**src/rtl/scan_pkg.sv**
```systemverilog
package scan_pkg;

  // Meaning of the stored active-low scan-enable bit
  typedef enum logic {
    MODE_SCAN  = 1'b0,
    MODE_FIXED = 1'b1
  } scan_mode_e;

endpackage

```
**src/rtl/scan_cfg_reg.sv**
```systemverilog
module scan_cfg_reg
  import scan_pkg::*;
#(
  parameter int CH_W = 4
) (
  input  logic            clk,
  input  logic            rst,
  input  logic            wr,
  input  logic [CH_W-1:0] chan_in,
  input  logic            scan_n_in,
  output logic [CH_W-1:0] top_chan,
  output scan_mode_e      mode
);

  always_ff @(posedge clk) begin
    if (rst) begin
      top_chan <= '0;
      mode     <= MODE_FIXED;
    end else if (wr) begin
      top_chan <= chan_in;
      mode     <= scan_mode_e'(scan_n_in);
    end
  end

endmodule

```
**src/rtl/scan_step.sv**
```systemverilog
module scan_step
  import scan_pkg::*;
#(
  parameter int CH_W = 4
) (
  input  scan_mode_e      mode,
  input  logic [CH_W-1:0] top_chan,
  input  logic [CH_W-1:0] cur_chan,
  output logic [CH_W-1:0] nxt_chan
);

  localparam logic [CH_W-1:0] ONE = {{(CH_W-1){1'b0}}, 1'b1};

  always_comb begin
    if (mode == MODE_FIXED) begin
      nxt_chan = top_chan;
    end else if (cur_chan == '0) begin
      nxt_chan = top_chan;              // wrap to the top of the scan
    end else begin
      nxt_chan = cur_chan - ONE;        // descend one channel
    end
  end

endmodule

```
**src/rtl/scan_capture.sv**
```systemverilog
module scan_capture #(
  parameter int CH_W = 4
) (
  input  logic            clk,
  input  logic            rst,
  input  logic            start,
  input  logic [CH_W-1:0] cur_chan,
  output logic [CH_W-1:0] conv_chan,
  output logic            conv_valid
);

  always_ff @(posedge clk) begin
    if (rst) begin
      conv_chan  <= '0;
      conv_valid <= 1'b0;
    end else begin
      conv_valid <= start;
      if (start) begin
        conv_chan <= cur_chan;
      end
    end
  end

endmodule

```
**src/rtl/chan_scan_seq.sv**
```systemverilog
module chan_scan_seq
  import scan_pkg::*;
#(
  parameter int CH_W = 4
) (
  input  logic            clk,
  input  logic            rst,
  input  logic            cmd_wr,
  input  logic [CH_W-1:0] cmd_chan,
  input  logic            cmd_scan_n,
  input  logic            conv_start,
  output logic [CH_W-1:0] mux_chan,
  output logic [CH_W-1:0] conv_chan,
  output logic            conv_valid
);

  logic [CH_W-1:0] top_chan;
  scan_mode_e      mode;
  logic [CH_W-1:0] cur_chan;
  logic [CH_W-1:0] nxt_chan;

  scan_cfg_reg #(.CH_W(CH_W)) u_cfg (
    .clk       (clk),
    .rst       (rst),
    .wr        (cmd_wr),
    .chan_in   (cmd_chan),
    .scan_n_in (cmd_scan_n),
    .top_chan  (top_chan),
    .mode      (mode)
  );

  scan_step #(.CH_W(CH_W)) u_step (
    .mode     (mode),
    .top_chan (top_chan),
    .cur_chan (cur_chan),
    .nxt_chan (nxt_chan)
  );

  // A write takes precedence over stepping; the pulse still captures cur_chan.
  always_ff @(posedge clk) begin
    if (rst) begin
      cur_chan <= '0;
    end else if (cmd_wr) begin
      cur_chan <= cmd_chan;
    end else if (conv_start) begin
      cur_chan <= nxt_chan;
    end
  end

  scan_capture #(.CH_W(CH_W)) u_cap (
    .clk        (clk),
    .rst        (rst),
    .start      (conv_start),
    .cur_chan   (cur_chan),
    .conv_chan  (conv_chan),
    .conv_valid (conv_valid)
  );

  assign mux_chan = cur_chan;

endmodule

```
**config.mk**
```make
export PLATFORM = sky130hd
export DESIGN_NAME = chan_scan_seq
export DESIGN_NICKNAME = d
export VERILOG_FILES = /design/src/rtl/scan_pkg.sv /design/src/rtl/scan_cfg_reg.sv /design/src/rtl/scan_step.sv /design/src/rtl/scan_capture.sv /design/src/rtl/chan_scan_seq.sv
export SDC_FILE = /design/constraint.sdc
export NUM_CORES = 1
export LEC_CHECK = 0
export BUFFER_PORTS_ARGS = -buffer_cell sky130_fd_sc_hd__buf_2
export CORE_MARGIN = 5
export CORE_UTILIZATION = 47
export CTS_BUF_LIST = sky130_fd_sc_hd__clkbuf_8
export CTS_CLUSTER_DIAMETER = 30
export CTS_CLUSTER_SIZE = 10
export DETAILED_ROUTE_END_ITERATION = 10
export GPL_TIMING_DRIVEN = 1
export MAX_ROUTING_LAYER = met4
export PLACE_DENSITY_LB_ADDON = 0.15
export SETUP_SLACK_MARGIN = 0.02
export SYNTH_ARGS = -nofsm -noshare
export SYNTH_HDL_FRONTEND = slang
export SYNTH_SLANG_ARGS = --single-unit
```
**constraint.sdc**
```tcl
create_clock -name clk -period 1.4 [get_ports clk]
set_input_delay 0 -clock clk [delete_from_list [all_inputs] [get_ports clk]]
set_output_delay 0 -clock clk [all_outputs]
set_load 0.01 [all_outputs]
```
==> results.md <==
- Syn_nets: 85
- Maximum vdd drop: between 0.8 and 0.9 mV
- Crit. End Element: flop
- Logic pwr share: 16.7%
- CP Data Required Time: 1.51 ns
- Via count: 598
- # rows: 13
- Syn Inst Count: 75
- HP Class: input port to flop
- P_leak: 0.391 nW
- Global-route usage over all layers: ~14%
- Final Power: 997 uW
- Routed WL: ~1500 um
- Yosys top cell area share: 40.5%
- Fillers: 128
- Pwr Density: about 1200 nW/um2
- Utilization after layout: a little under two thirds
- Place WS: about 0.053 ns
- Io pins: 18
- Antenna cells: 0
- Final setup viols: 0
- Post-Synth Adder-Cell Area: roughly 1.8%
- Fmax: 0.754 GHz
- Met3 Resource Use GR: 3.67%
- Largest family of logic cells by synthesized area: compound AO/OA/AOI/OAI gates
- Drc violations: 0
- Multi-input gate area: approximately 370 um2
- Worst clock skew: 0.00188 ns
- Syn_area_per_cell: 9.23 um2
- Internal power: 751 uW
- Post-Place Cell Area: between 700 and 800 um2
- Crit start category: flop
- Initial cell density of the core: 51.3%
- Iter 0 DRT Violations: 15
- Worst rel slew slack: 78.2%
- Arrival time at the worst endpoint: 1.44 ns
- Port Buffer Count: 17
- Pin count of the biggest net entering global routing: 17
- Post-synthesis register bit count: 14
- FF+latch area: 280 um2
- Initial antenna violation count: 0
- Non-Filler Instances: 110
- RSZ-0062 raised after global routing: no
- Register area share after synthesis: 40.5%
- Total die area: 2340 um2
- Setup TNS: 0 ns
- Worst Tran Pin Value: 0.322 ns
- Synth Area in XOR/XNOR: under 10%
- Yosys top cell by area: dfxtp_1
- CP Max Fanout: 4
- Routing usage on met1: 16.1%
- Clk buf depth: 2
- Worst R2R Setup Slack: 0.07 ns
- Mux contribution to synthesized area: 7.23%
- Final worst slack: 0.0742 ns
- Final ANT Viol Nets: 0
- DP Wirelength: approximately 1100 um
- Crit path kind: flop to flop
- Vias/cell: 5.44
- Tmin final: 1.33 ns
- Drt pass-1 iters: 4
- Area growth, synth to finish: 24.8%
- Met2 usage: 22.2%
- Synthesis warning total: 0
- Number of global-route vias before repair: 603
- Largest cells by area after synthesis: dfxtp_1, mux2i_1, nor2_1
- Width of the die: between 40 and 50 um
- Post-synthesis compound-gate area fraction: 21.9%
- Clk sinks: 14
- Wirelength per Cell: 13.6 um
- Sw Pwr: between 200 and 250 uW
- Cell Area, Synth: 692 um2
- DP Cell Count: 105
- Grt ovf: 0
- Hold Vio Cnt, Final: 0
- Root buf cell: clkbuf_8
- Max Slew Vio Count: 0
- Final period util: 94.7%
- TritonCTS clock tree: yes
- Clk slew on worst S/H paths: 0.06 ns
- Busiest layer in global routing: met2
- Routability cong.: 0.788
- Cts bufs inserted: 3
- First-pass GRT wire length: 2600 um
- Sequential Power Share: 44.1%
- Design area: 863 um2
- Clock share of power: 39.2%
- Clock Latency Late Sink: 0.24 ns
- Post-Synth Simple-Gate Area: 19.5%
- Die H: 48.4 um
- Core area: 1350 um2
- Status: completed
- MaxCap Viol Count: 0
- H-tree depth: 1
- Share of cells above drive strength 1: 31.6%
- Netlist cell types: 32
- Layout Nets: 106
- WHS: approximately 0.027 ns
- Sw Ratio: 24.7%
==> placed cells by master, fill, tap and decap left out, drive strengths merged <==
| master | synthesis | final |
|---|---|---|
| a21boi | 1 | 1 |
| a21oi | 5 | 5 |
| a221oi | 2 | 2 |
| a22oi | 1 | 1 |
| a2bb2oi | 1 | 1 |
| a31o | 1 | 1 |
| and2 | 1 | 1 |
| buf | 4 | 20 |
| clkbuf | 1 | 4 |
| dfxtp | 14 | 14 |
| dlygate4sd3 | 0 | 1 |
| ha | 1 | 1 |
| inv | 5 | 5 |
| mux2i | 5 | 5 |
| nand2 | 5 | 5 |
| nand2b | 1 | 1 |
| nand4 | 2 | 2 |
| nor2 | 10 | 10 |
| nor2b | 2 | 2 |
| nor3b | 1 | 1 |
| o2111ai | 2 | 2 |
| o211ai | 4 | 4 |
| o221ai | 1 | 1 |
| o311ai | 1 | 1 |
| or2b | 1 | 1 |
| or3b | 1 | 1 |
| or4b | 1 | 1 |
| xnor2 | 1 | 1 |
==> final cells by class <==
| class | count | area share, % |
|---|---|---|
| multi-input combinational | 51 | 43.2 |
| sequential | 14 | 32.5 |
| timing repair buffer | 21 | 13.6 |
| clock buffer | 4 | 6.38 |
| inverter | 5 | 2.17 |
| tap | 15 | 2.17 |
==> per-layer routing <==
metal | up-vias | routed length [um]
met1 | 277 | 696
met4 | 0 | 23
li1 | 307 | -
met2 | 10 | 714
met5 | - | 0
met3 | 4 | 59
==> final timing paths <==
| check | from | endpoint | depth (start not counted) |
|---|---|---|---|
| worst max register to register | mux_chan[0]$_SDFFE_PP0P_ | mux_chan[3]$_SDFFE_PP0P_ | 5 |
| worst max-delay path | mux_chan[0]$_SDFFE_PP0P_ | mux_chan[3]$_SDFFE_PP0P_ | 5 |
| worst min register to register | u_cfg.top_chan[0]$_SDFFE_PP0P_ | u_cfg.top_chan[0]$_SDFFE_PP0P_ | 2 |
| worst min-delay path | cmd_chan[0] | u_cfg.top_chan[0]$_SDFFE_PP0P_ | 3 |
==> what timing repair did <==
item	4_1_cts	5_1_grt
buffers inserted	0	0
hold buffers	1	0
gates resized for setup	0	2
setup endpoints to repair	0	2
endpoints found under the hold margin	1	0
==> synth_stat cells <==
| cell type | count |
|---|---|
| nor2b_4 | 1 |
| and2_1 | 1 |
| nor2b_1 | 1 |
| nand2b_1 | 1 |
| buf_6 | 1 |
| or2b_1 | 1 |
| mux2i_1 | 5 |
| clkbuf_1 | 1 |
| buf_4 | 2 |
| nor2_1 | 10 |
| o221ai_1 | 1 |
| nand4_1 | 2 |
| a31o_2 | 1 |
| a21oi_1 | 5 |
| a2bb2oi_1 | 1 |
| xnor2_1 | 1 |
| nor3b_1 | 1 |
| a21boi_0 | 1 |
| nand2_1 | 5 |
| ha_1 | 1 |
| o211ai_1 | 3 |
| or3b_1 | 1 |
| o211ai_2 | 1 |
| a22oi_1 | 1 |
| o2111ai_1 | 2 |
| buf_2 | 1 |
| a221oi_2 | 1 |
| inv_1 | 5 |
| a221oi_1 | 1 |
| dfxtp_1 | 14 |
| or4b_1 | 1 |
| o311ai_1 | 1 |
==> power groups by stage <==
stage                     clock network (mW)  registers, mW  logic [mW]
after global placement                     0          0.448       0.156
after CTS                              0.394          0.440       0.162
final                                  0.390          0.440       0.167
after detailed placement                   0          0.448       0.159
after floorplan                            0          0.450       0.109
after global routing                   0.425          0.443       0.184
==> logic make-up (layout without fill, tap and decap cells) <==
kind of cell               count (synthesis)  count (layout)
AOI/OAI and AO/OA                         19              19
xor gates and xnor gates                   1               1
adders and majority gates                  1               1
buffers and inverters                     10              30
DFF                                       14              14
muxes                                      5               5
and+or+nand+nor                           25              25
==> critical path: stages, from the launching register on <==
cell	delay [ns]
dfxtp_1	0.31
inv_1	0.09
ha_4	0.16
or3b_4	0.39
o211ai_2	0.16
a221oi_2	0.09
==> state kept, by name, indices dropped and copies added, names as in the netlist <==
signal / flops
mux_chan: 4
u_cfg.mode: 1
u_cap.conv_chan: 4
u_cfg.top_chan: 4
u_cap.conv_valid: 1
(Power assumes the default switching activity.)
